### src/rtl/rxd_pkg.sv
package rxd_pkg;

  // frame byte offsets used by the steering decision
  localparam int DST_OFS  = 0;
  localparam int SIP_OFS  = 26;
  localparam int SPRT_OFS = 34;

  localparam logic [47:0] BCAST_MAC = 48'hFFFF_FFFF_FFFF;

  typedef enum logic [2:0] {
    ST_HDR    = 3'd0,
    ST_DECIDE = 3'd1,
    ST_REPLAY = 3'd2,
    ST_BODY   = 3'd3,
    ST_DROP   = 3'd4
  } rxd_state_e;

  // counter slots
  localparam int CNT_RX    = 0;
  localparam int CNT_FWD   = 1;
  localparam int CNT_DST   = 2;
  localparam int CNT_FULL  = 3;
  localparam int CNT_SHORT = 4;
  localparam int NUM_CNT   = 5;

  function automatic logic [15:0] key_fold(input logic [31:0] ip, input logic [15:0] port);
    return ip[31:16] ^ ip[15:0] ^ port;
  endfunction

endpackage

### src/rtl/rxd_sat_cnt.sv
module rxd_sat_cnt #(
  parameter int W = 32
) (
  input  logic         clk,
  input  logic         rst_n,
  input  logic         clr,
  input  logic         inc,
  output logic [W-1:0] q
);

  localparam logic [W-1:0] TOP = {W{1'b1}};

  always_ff @(posedge clk or negedge rst_n) begin
    if (!rst_n)            q <= '0;
    else if (clr)          q <= '0;
    else if (inc && q != TOP) q <= q + 1'b1;
  end


  stays_at_top_chk: assert property (@(posedge clk) disable iff (!rst_n)
    (q == TOP && !clr) |=> q == TOP);


  clear_zero_chk: assert property (@(posedge clk) disable iff (!rst_n)
    clr |=> q == '0);


  no_wrap_chk: assert property (@(posedge clk) disable iff (!rst_n)
    !clr |=> q >= $past(q));

endmodule

### src/rtl/rxd_chan_key.sv
module rxd_chan_key #(
  parameter int NUM_CH = 4,
  parameter int CH_W   = 2
) (
  input  logic [31:0]     src_ip,
  input  logic [15:0]     src_port,
  output logic [CH_W-1:0] key
);

  localparam logic [15:0] MOD = 16'(NUM_CH);

  logic [15:0] fold;
  logic [15:0] rem;

  assign fold = rxd_pkg::key_fold(src_ip, src_port);
  assign rem  = fold % MOD;
  assign key  = rem[CH_W-1:0];

endmodule

### src/rtl/rxd_dispatch.sv
module rxd_dispatch #(
  parameter int NUM_CH  = 4,
  parameter int CNT_W   = 32,
  parameter int MIN_LEN = 42,
  localparam int CH_W   = (NUM_CH > 1) ? $clog2(NUM_CH) : 1
) (
  input  logic              clk,
  input  logic              rst_n,
  input  logic              in_valid,
  output logic              in_ready,
  input  logic [7:0]        in_data,
  input  logic              in_last,
  output logic              out_valid,
  input  logic              out_ready,
  output logic [7:0]        out_data,
  output logic              out_last,
  output logic [CH_W-1:0]   out_chan,
  input  logic [NUM_CH-1:0] ch_avail,
  input  logic              mac_load,
  input  logic [47:0]       mac_value,
  input  logic              cnt_clear,
  output logic [CNT_W-1:0]  cnt_rx_total,
  output logic [CNT_W-1:0]  cnt_fwd,
  output logic [CNT_W-1:0]  cnt_dst_drop,
  output logic [CNT_W-1:0]  cnt_full_drop,
  output logic [CNT_W-1:0]  cnt_short_drop
);

  import rxd_pkg::*;

  localparam int IDX_W = $clog2(MIN_LEN);
  localparam logic [IDX_W-1:0] LAST_IDX = IDX_W'(MIN_LEN - 1);

  rxd_state_e       st;
  logic [7:0]       hdr [MIN_LEN];
  logic [IDX_W-1:0] wr_idx;
  logic [IDX_W-1:0] rd_idx;
  logic             last_seen;
  logic [CH_W-1:0]  chan_q;
  logic [47:0]      local_mac;

  // header fields
  logic [47:0]     dst_mac;
  logic [31:0]     src_ip;
  logic [15:0]     src_port;
  logic [CH_W-1:0] key;
  logic            dst_ok;
  logic            avail;

  assign dst_mac  = {hdr[DST_OFS], hdr[DST_OFS+1], hdr[DST_OFS+2],
                     hdr[DST_OFS+3], hdr[DST_OFS+4], hdr[DST_OFS+5]};
  assign src_ip   = {hdr[SIP_OFS], hdr[SIP_OFS+1], hdr[SIP_OFS+2], hdr[SIP_OFS+3]};
  assign src_port = {hdr[SPRT_OFS], hdr[SPRT_OFS+1]};

  rxd_chan_key #(.NUM_CH(NUM_CH), .CH_W(CH_W)) u_key (
    .src_ip  (src_ip),
    .src_port(src_port),
    .key     (key)
  );

  assign dst_ok = (dst_mac == local_mac) || (dst_mac == BCAST_MAC);
  assign avail  = ch_avail[key];

  // named events
  logic in_fire, out_fire, idle;
  logic ev_start, ev_short, ev_hdr_done, ev_dst_drop, ev_full_drop, ev_fwd;

  assign in_fire     = in_valid && in_ready;
  assign out_fire    = out_valid && out_ready;
  assign idle        = (st == ST_HDR) && (wr_idx == '0);
  assign ev_start    = (st == ST_HDR) && in_fire && (wr_idx == '0);
  assign ev_hdr_done = (st == ST_HDR) && in_fire && (wr_idx == LAST_IDX);
  assign ev_short    = (st == ST_HDR) && in_fire && in_last && (wr_idx != LAST_IDX);
  assign ev_dst_drop = (st == ST_DECIDE) && !dst_ok;
  assign ev_full_drop= (st == ST_DECIDE) && dst_ok && !avail;
  assign ev_fwd      = (st == ST_DECIDE) && dst_ok && avail;

  always_comb begin
    case (st)
      ST_HDR, ST_DROP: in_ready = 1'b1;
      ST_BODY:         in_ready = out_ready;
      default:         in_ready = 1'b0;
    endcase
  end

  always_comb begin
    out_valid = 1'b0;
    out_data  = hdr[rd_idx];
    out_last  = 1'b0;
    if (st == ST_REPLAY) begin
      out_valid = 1'b1;
      out_last  = last_seen && (rd_idx == LAST_IDX);
    end else if (st == ST_BODY) begin
      out_valid = in_valid;
      out_data  = in_data;
      out_last  = in_last;
    end
  end

  assign out_chan = chan_q;

  always_ff @(posedge clk) begin
    if (st == ST_HDR && in_fire) hdr[wr_idx] <= in_data;
  end

  always_ff @(posedge clk or negedge rst_n) begin
    if (!rst_n) begin
      st        <= ST_HDR;
      wr_idx    <= '0;
      rd_idx    <= '0;
      last_seen <= 1'b0;
      chan_q    <= '0;
    end else begin
      case (st)
        ST_HDR: begin
          if (ev_hdr_done) begin
            wr_idx    <= '0;
            last_seen <= in_last;
            st        <= ST_DECIDE;
          end else if (ev_short) begin
            wr_idx <= '0;
          end else if (in_fire) begin
            wr_idx <= wr_idx + 1'b1;
          end
        end
        ST_DECIDE: begin
          if (ev_fwd) begin
            chan_q <= key;
            rd_idx <= '0;
            st     <= ST_REPLAY;
          end else begin
            st <= last_seen ? ST_HDR : ST_DROP;
          end
        end
        ST_REPLAY: begin
          if (out_fire) begin
            if (rd_idx == LAST_IDX) begin
              rd_idx <= '0;
              st     <= last_seen ? ST_HDR : ST_BODY;
            end else begin
              rd_idx <= rd_idx + 1'b1;
            end
          end
        end
        ST_BODY: if (in_fire && in_last) st <= ST_HDR;
        ST_DROP: if (in_fire && in_last) st <= ST_HDR;
        default: st <= ST_HDR;
      endcase
    end
  end

  always_ff @(posedge clk or negedge rst_n) begin
    if (!rst_n)                local_mac <= '0;
    else if (mac_load && idle) local_mac <= mac_value;
  end

  // counter bank
  logic [NUM_CNT-1:0] cnt_inc;
  logic [CNT_W-1:0]   cnt_q [NUM_CNT];

  assign cnt_inc[CNT_RX]    = ev_start;
  assign cnt_inc[CNT_FWD]   = ev_fwd;
  assign cnt_inc[CNT_DST]   = ev_dst_drop;
  assign cnt_inc[CNT_FULL]  = ev_full_drop;
  assign cnt_inc[CNT_SHORT] = ev_short;

  for (genvar g = 0; g < NUM_CNT; g++) begin : g_cnt
    rxd_sat_cnt #(.W(CNT_W)) u_cnt (
      .clk  (clk),
      .rst_n(rst_n),
      .clr  (cnt_clear),
      .inc  (cnt_inc[g]),
      .q    (cnt_q[g])
    );
  end

  assign cnt_rx_total   = cnt_q[CNT_RX];
  assign cnt_fwd        = cnt_q[CNT_FWD];
  assign cnt_dst_drop   = cnt_q[CNT_DST];
  assign cnt_full_drop  = cnt_q[CNT_FULL];
  assign cnt_short_drop = cnt_q[CNT_SHORT];


  chan_hold_chk: assert property (@(posedge clk) disable iff (!rst_n)
    (out_valid && !(out_ready && out_last)) |=> $stable(out_chan));


  replay_stall_chk: assert property (@(posedge clk) disable iff (!rst_n)
    (st == ST_REPLAY && !out_ready) |=> (out_valid && $stable(out_data)));


  dst_drop_quiet_chk: assert property (@(posedge clk) disable iff (!rst_n)
    ev_dst_drop |=> !out_valid);


  full_drop_quiet_chk: assert property (@(posedge clk) disable iff (!rst_n)
    ((st == ST_DECIDE) && !ch_avail[key]) |=> !out_valid);


  mac_hold_chk: assert property (@(posedge clk) disable iff (!rst_n)
    !idle |=> $stable(local_mac));

endmodule

### config.mk
export PLATFORM = sky130hd
export DESIGN_NAME = rxd_dispatch
export DESIGN_NICKNAME = d
export VERILOG_FILES = /design/src/rtl/rxd_pkg.sv /design/src/rtl/rxd_sat_cnt.sv /design/src/rtl/rxd_chan_key.sv /design/src/rtl/rxd_dispatch.sv
export SDC_FILE = /design/constraint.sdc
export NUM_CORES = 1
export LEC_CHECK = 0
export BUFFER_PORTS_ARGS = -buffer_cell sky130_fd_sc_hd__buf_4
export CAP_MARGIN = 30
export CORE_MARGIN = 3
export CORE_UTILIZATION = 60
export DETAILED_ROUTE_END_ITERATION = 8
export MAX_ROUTING_LAYER = met4
export PLACE_DENSITY = 0.77
export SLEW_MARGIN = 20
export SYNTH_ARGS = -nofsm -noshare
export SYNTH_HDL_FRONTEND = slang
export SYNTH_HIERARCHICAL = 1
export SYNTH_SLANG_ARGS = --single-unit
### constraint.sdc
create_clock -name clk -period 6.7 [get_ports clk]
set_input_delay 1.34 -clock clk [delete_from_list [all_inputs] [get_ports clk]]
set_output_delay 1.34 -clock clk [all_outputs]
set_load 0.02 [all_outputs]
**Yosys cells after proc, flatten, opt, wreduce, memory -nomap -nowiden**

Memories as Yosys holds them, arrays and structs flattened.
Cells that the tools add are included.

- Register bits after elaboration: 226
- Bits of input ports: 67
- Output and inout port bits: 173
- Logic and storage cells: 116
- Memories kept: 1
- Bits in writable memories: 336

- Magnitude comparators: 1
- Muxes and demuxes: 36
- $add $sub $neg: 7
- Reduce and logical (&&, ||, !) cells: 39
- Equality and inequality tests: 19
- Bitwise logic cells: 2

Memory list:

| name | words | width | rd ports | clocked after memory_dff | wr ports | line | RTL |
|---|---|---|---|---|---|---|---|
| hdr | 42 | 8 | 10 | 0 | 1 | rxd_dispatch.sv:35 | `logic [7:0] hdr [MIN_LEN];` |

Operator list:

| operator | number |
|---|---|
| 32-bit 2-to-1 mux | 10 |
| 32-bit by 1-bit adder with 32-bit output, second input constant | 5 |
| 32-bit != test, second input constant | 5 |
| 48-bit equality test | 1 |
| 48-bit equality test, second input constant | 1 |
| 6-bit 2-to-1 mux | 6 |
| 1-bit logical AND | 20 |
| 3-bit 2-to-1 mux | 6 |
| 8-bit 2-to-1 mux | 2 |
| 6-bit by 1-bit adder with 6-bit output, second input constant | 2 |
| 6-bit equality test, second input constant | 2 |
| 3-bit case mux with 4 select lines | 1 |
| 6-bit case mux with 2 select lines | 1 |
| 2-bit nonzero test | 6 |
| 1-bit 2-to-1 mux | 7 |
| 3-bit by 2-bit equality test with 1-bit output, second input constant | 2 |
| 6-bit logical NOT | 1 |
| 2-bit by 1-bit != test with 1-bit output, second input constant | 3 |
| 6-bit != test, second input constant | 1 |
| 2-bit AND reduction | 3 |
| 2-bit != test, second input constant | 2 |
| 4-bit AND reduction | 1 |
| 2-bit OR reduction | 2 |
| 2-bit XOR | 2 |
| 11 further kinds | 12 |

**Logic depth before layout (Yosys ltp)**

- Depth in word-level cells: 10
- Mapped depth: 13

**Cells and area by module**

Netlist, hierarchy kept.

Modules (own cells, without submodules):

| module | cells an instance | area each (µm²) | sequential area each (µm²) | instances |
|---|---|---|---|---|
| rxd_dispatch | 1016 | 18532.8 | 13182.6 | 1 |
| rxd_sat_cnt at g_cnt[0].u_cnt ... | 198 | 1854.3 | 800.8 | 3 |
| rxd_sat_cnt at g_cnt[4].u_cnt | 191 | 1831.8 | 800.8 | 1 |
| rxd_sat_cnt at g_cnt[3].u_cnt | 194 | 1810.5 | 800.8 | 1 |
| rxd_chan_key | 2 | 47.5 | 0.0 | 1 |

**Worst setup path before layout**

No wires, ideal clock.

- Path kind: input to register
- Start point: input port ch_avail[3]
- End point: register g_cnt[3].u_cnt.q[29]
- Cell stages on the path: 9
- Path buffers: 0
- Arrival time: 3.630 ns
- Setup slack: 2.992 ns
- Path through: mux2_2 -> nand2_1 -> o21ai_0 -> nor2_1 -> nand4_1 -> or4_1 -> a2111o_1 -> or3_1 -> a21oi_1

- Word-level cells in the longest chain between the ends: 6

RTL lines:

| what | line | RTL |
|---|---|---|
| start, declared | rxd_dispatch.sv:18 | `input logic [NUM_CH-1:0] ch_avail,` |
| 1-bit binary-select mux with 2-bit select | rxd_dispatch.sv:62 | `assign avail = ch_avail[key];` |
| 1-bit 2-to-1 mux (not written as such) | rxd_dispatch.sv:62 |  |
| 1-bit logical NOT | rxd_dispatch.sv:75 | `assign ev_full_drop= (st == ST_DECIDE) && dst_ok && !avail;` |
| 1-bit logical AND | rxd_dispatch.sv:75 |  |
| via ev_full_drop | rxd_dispatch.sv:66 | `logic ev_start, ev_short, ev_hdr_done, ev_dst_drop, ev_full_drop, ev_fwd;` |
| 1-bit logical AND | rxd_sat_cnt.sv:16 | `else if (inc && q != TOP) q <= q + 1'b1;` |
| 2-bit nonzero test (no line) | - |  |
| end signal, assigned | rxd_sat_cnt.sv:16 |  |
| end, declared | rxd_sat_cnt.sv:8 | `output logic [W-1:0] q` |

The timed path passes the listed nets, and every way through them passes these cells. The select of a mux whose other input is x is not followed.
A chain may end at the register's enable or synchronous reset.

**Worst setup path in the final report**

- Start point: register rd_idx[0]
- End point: output port out_data[0]

- Word-level cells in the longest chain between the ends: 3

RTL lines:

| what | line | RTL |
|---|---|---|
| start, declared | rxd_dispatch.sv:37 | `logic [IDX_W-1:0] rd_idx;` |
| start signal, assigned | rxd_dispatch.sv:141 | `rd_idx <= rd_idx + 1'b1;` |
| memory read 42 x 8 bit (*) | - |  |
| 8-bit 2-to-1 mux | rxd_dispatch.sv:93 | `end else if (st == ST_BODY) begin` |
| 8-bit 2-to-1 mux (*) | rxd_dispatch.sv:90 | `if (st == ST_REPLAY) begin` |
| end, declared | rxd_dispatch.sv:15 | `output logic [7:0] out_data,` |

Every way passes the cells marked *; elsewhere a longest branch is shown, timed or not.

==> flow_summary.json <==
{
  "critPathLaunchType": "flip-flop",
  "grt_max_degree": 119,
  "cp_max_fo": 36,
  "drt_iter0_markers": 2152,
  "drv_cap": 0,
  "use_met3_pct": 5.23,
  "via_count": 18500,
  "clock_path_buffers": 3,
  "avgSynthCellArea_um2": 13.9,
  "h-tree-depth": 2,
  "min_from": "out_chan[1]",
  "synthCells": 1997,
  "synth_top_cell_area_share_pct": 41.5,
  "hp-class": "reg2reg",
  "synth-edff-count": 384,
  "cts_root_buf": "clkbuf_16",
  "syn-cell-area_mm2": 0.0278,
  "drive_above_1_share_pct": 24.8,
  "worstMarginPinSlew_ns": 0.933,
  "yosys.area.top_type": "edfxtp_1",
  "dr.pass1.iters": 6,
  "grt_usage_pct": 28.3,
  "ys_seq_area_share_pct": 61.9,
  "drc": 0,
  "pwr_density_cell_mw_per_mm2": 267,
  "tns_ns": 0,
  "grt_pass1_vias": 18000,
  "synth_ff_type": "edfxtp_1",
  "fin_nets": 2304,
  "r2r_cells": 11,
  "yosys-top-cells-area": "edfxtp_1, dfrtp_1, mux4_2, nor2_1, xor2_1",
  "period_minus_slack_ns": 4.84,
  "core_area_mm2": 0.0456,
  "vias_per_cell": 6.45,
  "finalHoldViolations": 0,
  "holdPathEnd": "out_chan[1]",
  "die_w_um": 221,
  "grt_use_met2_pct": 42.9,
  "ant_nets": 0,
  "die_h_um": 221,
  "cts_sinks": 610,
  "dp.final_hpwl_um": 44900,
  "fin_crit_sh_pct": 72.3,
  "yosysUniqueCellTypes": 80,
  "num_io_pins": 240,
  "place_congestion": 0.932,
  "slew_headroom_pct": 37.8,
  "wirelength_um": 68000,
  "worstSkewPairLatency_ns": 0.63,
  "cts_tree": "done",
  "fmax_ghz": 0.206,
  "setup_violations": 0,
  "postCtsSetupRepairBufs": 0,
  "grt_pass1_wl_um": 106000,
  "synth_nets": 2074,
  "ys_warn_count": 6,
  "r2r_setup_slack_ns": 2.40,
  "power_mw": 8.57,
  "start_util_pct": 61.0,
  "reg2reg_from": "hdr[0][6]",
  "worstPathArrival_ns": 3.50,
  "outcome": "finished clean",
  "cp_data_required_time_ns": 5.36,
  "power.leakage_nw": 11.8,
  "critical_path.endpoint_type": "output port",
  "grt_overflow": 0,
  "path_clk_slew_ns": 0.06,
  "synth_seq_cells": 610,
  "regToRegEndpoint": "g_cnt[3].u_cnt/q[29]",
  "ctsResizeCount": 0,
  "syn_to_final_growth_pct": 15.5,
  "slew_violations": 0,
  "ir_drop_mv": 0.343,
  "top_usage_layer": "met2",
  "gr-usage-met1_pct": 40.4,
  "rows": 78,
  "worst-setup-path-type": "reg2out",
  "rsz0062_at_grt": "false",
  "async_flop_share_pct": 37.0,
  "hold_buffers": 0,
  "critPathLaunch": "rd_idx[0]",
  "cts_made_buffers": 60,
  "die_area_mm2": 0.0489,
  "routedWlPerCell_um": 23.7,
  "numPortBuffers": 239,
  "antenna_found_initial": 1,
  "min_path_cells": 1,
  "final.setup_skew_ns": 0.0342
}
final cells by class:
type,count,area [um^2]
diodes,1,2.50
clock buffers,79,1620
clock inverters,31,454
fillers,3053,13500
inverters,33,124
multi-input cells,1271,10000
flip-flops and latches,610,17200
well taps,600,751
repair buffers,251,1910
critical path: stages, from the launching register on:
cell,delay (ns)
dfrtp_4,0.82
buf_4,0.57
mux4_2,0.56
o22ai_1,0.22
nor3_1,0.11
a221o_1,0.38
buf_4,0.18
cell usage in the layout (no fill, tap or decap), types with 22 or more instances in the layout:
master,n
mux2i_1,33
nor2_1,178
a21oi_1,90
xor2_1,70
nor4_1,33
inv_1,33
edfxtp_1,384
o21ai_0,49
clkbuf_16,61
mux4_2,92
xnor2_1,41
dfrtp_1,223
nand3_1,78
nor2b_1,31
nand4_1,51
mux2_4,23
nand2_1,99
buf_4,248
nor3_1,22
and3_1,38
or3_1,43
mux2_2,47
cell families after synthesis:
logic type               after synthesis  synth area share [%]
flip-flops                           610                  61.9
AO/OA/AOI/OAI                        266                  6.50
multiplexers                         196                  11.8
adder cells (fa/ha/maj)               10                 0.450
AND/OR/NAND/NOR                      686                  13.7
buffers and inverters                116                  1.99
XOR/XNOR                             113                  3.67
where the power goes:
group | switching [mW] | internal, mW | leakage, nW
Combinational | 0.316 | 0.310 | 4.31
Clock | 1.43 | 2.13 | 0.996
Sequential | 0.183 | 4.20 | 6.49
per-stage QoR:
stage / cell area [um^2] / hold WS [ns] / worst slack, ns / instances / utilization, %
after detailed placement: 30000 / 0.476 / 2.38 / 2764 / 65.8
after CTS: 32100 / 0.491 / 1.78 / 2874 / 70.4
after global placement: 30000 / 0.471 / 2.48 / 2763 / 65.8
after floorplan: 27800 / 0.486 / 2.99 / 1997 / -
after global routing: 32100 / 0.524 / 1.61 / 2876 / 70.4
final: 32100 / 0.494 / 1.86 / 2876 / 70.4
worst max path at each step:
stage / endpoint / depth (start not counted)
2_1_floorplan: g_cnt[3].u_cnt/q[29] / 9
6_report: out_data[0] / 6
3_5_place_dp: g_cnt[1].u_cnt/q[31] / 9
4_1_cts: out_data[0] / 6
5_1_grt: out_data[5] / 7
3_3_place_gp: g_cnt[1].u_cnt/q[31] / 9
layer usage:
layer	routed length (um)	part of all wire, %
met1	28400	42
met2	32100	47
met3	5700	8.4
met4	1810	2.7
met5	0	0
state kept, by name, summed over array words and instances (netlist names):
register and cells:
wr_idx 6, out_chan 2, g_cnt.u_cnt/q 160, local_mac 48, last_seen 1, hdr 384
st 3, rd_idx 6
cells in the mapped netlist (6+ instances only):
| master | n |
|---|---|
| nand2b_1 | 8 |
| or4_1 | 21 |
| nor3_1 | 22 |
| buf_2 | 32 |
| nand4_1 | 51 |
| and2_1 | 19 |
| o31ai_1 | 16 |
| nand2_1 | 99 |
| edfxtp_1 | 384 |
| clkbuf_1 | 31 |
| nand3b_1 | 11 |
| a31oi_1 | 6 |
| and3_1 | 38 |
| xor2_1 | 70 |
| a22oi_1 | 17 |
| o21ai_0 | 49 |
| inv_1 | 33 |
| a21o_1 | 10 |
| nor2_1 | 178 |
| nor4_2 | 7 |
| xnor2_1 | 41 |
| ha_1 | 10 |
| nor2b_1 | 31 |
| mux4_2 | 92 |
| mux2_2 | 47 |
| dfrtp_1 | 226 |
| mux2i_1 | 33 |
| nand3_1 | 78 |
| a21oi_1 | 90 |
| a31o_2 | 7 |
| o22ai_1 | 13 |
| mux2_4 | 23 |
| or3_1 | 43 |
| nor4_1 | 33 |
| a211oi_1 | 17 |
| buf_4 | 11 |
No activity file was read; power rests on OpenSTA's default activity.
